[src/rtl/disp_steal_ctrl.sv]
module disp_steal_ctrl #(
  parameter int ADDR_W    = 11,
  parameter int REG_BASE  = 'h000,
  parameter int REG_DEPTH = 512,
  parameter int NRM_BASE  = 'h200,
  parameter int NRM_DEPTH = 1024
) (
  input  logic              clk,
  input  logic              rst_n,
  input  logic              disp_req,
  input  logic              reg_view,
  input  logic              en_set,
  input  logic              en_clr,
  input  logic              proc_check,
  output logic              steal_gnt,
  output logic [ADDR_W-1:0] steal_addr,
  output logic              disp_off,
  output logic              blank,
  output logic              in_proc
);
  localparam int MAXD  = (REG_DEPTH > NRM_DEPTH) ? REG_DEPTH : NRM_DEPTH;
  localparam int OFF_W = $clog2(MAXD);

  logic             en_q, last_q, mode_q, mode_chg;
  logic [OFF_W-1:0] off_q, off_cur, off_last;

  assign mode_chg   = reg_view != mode_q;
  assign off_cur    = mode_chg ? '0 : off_q;
  assign off_last   = reg_view ? OFF_W'(REG_DEPTH - 1) : OFF_W'(NRM_DEPTH - 1);
  assign steal_gnt  = disp_req & en_q & ~last_q;
  assign steal_addr = (reg_view ? ADDR_W'(REG_BASE) : ADDR_W'(NRM_BASE)) + ADDR_W'(off_cur);
  assign disp_off   = ~en_q;
  assign blank      = ~en_q;
  assign in_proc    = ~en_q;

  always_ff @(posedge clk or negedge rst_n) begin
    if (!rst_n) begin
      en_q   <= 1'b0;
      last_q <= 1'b0;
      mode_q <= 1'b1;
      off_q  <= '0;
    end else begin
      last_q <= steal_gnt;
      mode_q <= reg_view;
      if (steal_gnt) off_q <= (off_cur == off_last) ? '0 : off_cur + 1'b1;
      else           off_q <= off_cur;
      if (proc_check)  en_q <= 1'b1;
      else if (en_clr) en_q <= 1'b0;
      else if (en_set) en_q <= 1'b1;
    end
  end
endmodule


[config.mk]
export PLATFORM = sky130hd
export DESIGN_NAME = disp_steal_ctrl
export DESIGN_NICKNAME = d
export VERILOG_FILES = /design/src/rtl/disp_steal_ctrl.sv
export SDC_FILE = /design/constraint.sdc
export NUM_CORES = 1
export LEC_CHECK = 0
export CAP_MARGIN = 5
export CORE_MARGIN = 3
export CORE_UTILIZATION = 25
export DETAILED_ROUTE_END_ITERATION = 7
export PLACE_DENSITY = 0.59
export SKIP_LAST_GASP = 1
export SYNTH_ARGS = -nofsm -noshare
export SYNTH_HDL_FRONTEND = slang
export SYNTH_SLANG_ARGS = --single-unit
[constraint.sdc]
create_clock -name clk -period 2.4 [get_ports clk]
set_input_delay 0.48 -clock clk [delete_from_list [all_inputs] [get_ports clk]]
set_output_delay 0.48 -clock clk [all_outputs]
set_load 0.02 [all_outputs]
==> impl_summary.txt <==
----------------------------------------------------
[Status]
  Status ... completed

[Floorplanning]
  Number of standard-cell rows in the floorplan ... 19
  Die area ... approximately 0.0038 sq mm
  Width of the die ... approximately 62 microns
  Effective utilization at floorplan ... a little over a quarter
  Number of I/O pins ... 22
  DIE HEIGHT ... ~62 microns
  Core Region ... ~0.0029 sq mm

[Placed design]
  Last weighted congestion value of the routability-driven placer ... approximately 0.76
  Port buffer count ... 21
  DP Wirelength ... 1290 microns
  Placed standard-cell area ... around 0.0011 sq mm

[STA]
  Max-slew violation count ... 0
  Layout Skew ... 0.000621 ns
  Post-Route Setup TNS ... 0 ns
  Final period util ... ~95%
  Final setup fails ... 0
  Unrepaired setup endpoints after global routing ... false
  Hold Fails Final Rpt ... 0
  Peak clock frequency supported by timing ... between 400 and 500 MHz
  Worst rel slew slack ... around three fifths
  Transition time of the tightest slew-check pin ... around 0.59 ns
  Crit path time final ... roughly 2.3 ns

[CTS]
  Buffer cell driving the clock tree root ... clkbuf_4
  Clock latency reported for the late side of the worst-skew pair ... around 0.28 ns
  H-tree Lvls ... 1
  Clock tree sinks ... 13
  Max Buffers Root-to-Sink ... 2
  Clock-pin slew on the worst setup and hold paths ... approximately 0.080 ns
  CTS tree ... done
  CTS buffer count ... 3

[Yosys]
  Cell taking the most area after synthesis ... dfrtp_1
  Net count after synthesis ... 80
  Ranking of synthesized cells by area ... dfrtp_1 38%, and2_2 7.7%, xnor2_1 5.6%
  Number of standard cells after synthesis ... 72
  Mapped Avg Cell Area ... 10.9 sq um
  Number of warning messages in the yosys log ... 0
  Fraction of post-synthesis cell area in the top cell type by area ... 38.4%
  Portion of the post-synthesis area used by sequential elements ... 41.8%
  Synthesized flop and latch total ... 13
  Number of distinct library cells after synthesis ... 31
  Post-synthesis instance area ... about 800 sq um

[Drt]
  DR vias/cell ... roughly 4.3
  Pre-Repair DR Iteration Count ... 4
  Routed wire length ... 1690 microns
  Final routed DRC violation total ... 0
  Average wire length per cell after detail routing ... about 11 microns
  Vias ... roughly 650
  Number of nets with antenna violations after routing ... 0
  Initial DRC count ... 23

[Layout]
  Fraction of final layout cells with drive strength greater than 1 ... 34.5%
  Diodes inserted ... 0
  Final Cell Area ... roughly 0.0012 sq mm
  Count of nets after finishing ... 119
  Core utilization of the finished layout ... between 40 and 50%
  FILL cells ... 297
  Area Overhead vs Synth ... 49.1%

[Power]
  Power density normalized to cell area ... about 400 mW/mm^2
  Leakage ... approximately 0.58 nW
  Tot Pwr ... roughly 0.47 mW
  Maximum resistive drop on vdd ... roughly 180 uV

[Global route]
  Pin count of the biggest net entering global routing ... 14
  Wire length of the first global-routing pass ... between 2000 and 3000 microns
  Initial antenna violation count ... 0
  Congestion Overflow GR ... 0
  Vias in the first global route ... around 610
  Total global routing track utilization ... about a tenth

[Critical path]
  Worst setup path category ... input port to output port
  Data arrival time at the worst-slack endpoint ... about 1.8 ns
  Worst-path maximum fanout ... 6
  Element type at the critical path start ... input port
  Required time worst endpoint ... between 1.5 and 2 ns
  Setup crit end kind ... output port

[Run]
  Number of maximum-capacitance violations ... 0

[Min path]
  Hold/Removal Path Class ... input port to asynchronous set/reset pin

----------------------------------------------------
worst max-delay path: stages:
cell and delay [ns]:
clkdlybuf4s50_1 0.52, xnor2_2 0.14, buf_4 0.16, and2_2 0.15, dlygate4sd2_1 0.33
cells by family after synthesis:
family / after synthesis / synth area share, %
AND/OR/NAND/NOR: 37 / 34.7
XOR/XNOR: 10 / 12.2
AO/OA/AOI/OAI: 7 / 6.88
buffers and inverters: 4 / 2.88
flip-flops: 13 / 41.8
adder cells (fa/ha/maj): 1 / 1.60
report_power, final:
group / leakage, nW / switching [mW] / total, mW / internal [mW]
logic: 0.395 / 0.0452 / 0.0933 / 0.0481
registers: 0.172 / 0.00932 / 0.236 / 0.227
clock network: 0.0150 / 0.0744 / 0.139 / 0.0646
total: 0.581 / 0.129 / 0.469 / 0.340
cell usage after synthesis (all sizes together):
cell	instances
and3b	1
nor4	2
dfstp	1
nand2b	1
inv	2
o2111a	1
nand3	2
a21oi	1
o21ai	2
nand4b	2
o21bai	1
a21o	1
buf	2
nand4	5
ha	1
and2	9
nor2	7
xor2	5
nand2	3
nand3b	1
nor3b	1
nor3	1
o2bb2ai	1
and3	2
dfrtp	12
xnor2	5
area by class of cell:
cell class                      instances  area [sq um]  area share [%]
Multi-Input combinational cell         55           440            37.8
Timing Repair Buffer                   36           313            26.8
Tap cell                               42          52.6            4.51
Sequential cell                        13           327            28.0
Inverter                                2          7.51           0.644
Clock buffer                            4          26.3            2.25
flip-flops by register name, indices dropped and copies added (netlist names):
| name | cells |
|---|---|
| mode_q | 1 |
| en_q | 1 |
| off_q | 10 |
| last_q | 1 |
metrics by stage:
stage,hold slack (ns),instances,setup slack [ns]
floorplan,0.184,72,0.375
global placement,0.580,147,-0.135
detailed placement,0.598,147,-0.156
CTS,0.588,151,0.0610
global route,0.609,152,0.0440
finish,0.570,152,0.132
path summary, 6_finish.rpt:
| kind | start | end | slack, ns | depth (start not counted) |
|---|---|---|---|---|
| min reg2reg | off_q[9] | off_q[9] | 0.61 | 2 |
| max | reg_view | steal_addr[0] | 0.13 | 5 |
| max in group asynchronous | rst_n | off_q[0] | 1.45 | 1 |
| min | rst_n | off_q[9] | 0.57 | 1 |
| max reg2reg | mode_q | off_q[5] | 0.34 | 10 |
| min in group clk | off_q[9] | off_q[9] | 0.61 | 2 |
what timing repair did:
| action | CTS | global route |
|---|---|---|
| pin swaps | 0 | 1 |
| setup buffers | 0 | 1 |
| hold buffers | 0 | 0 |
| resized for setup | 10 | 2 |
| setup endpoints to repair | 10 | 3 |
per-layer routing:
layer,share of wire [%],GRT usage [%],vias up,routed length [microns]
met4,1.2,3.64,0,20
met5,0,0,-,0
met1,48,13.8,300,807
li1,-,-,327,-
met3,8.1,3.72,2,137
met2,43,14.5,20,725
cells in the final DEF (no fill, tap or decap), types with 2 or more instances in the layout:
cell type,instances
xor2_1,4
nand4_1,4
clkdlybuf4s50_1,10
nand3_1,2
nor4_2,2
clkbuf_4,3
dfrtp_1,12
buf_4,15
nand4b_1,2
nor2_1,7
inv_1,2
nand2_1,3
and2_2,8
dlygate4sd2_1,10
xnor2_1,4
(Power assumes the default switching activity.)
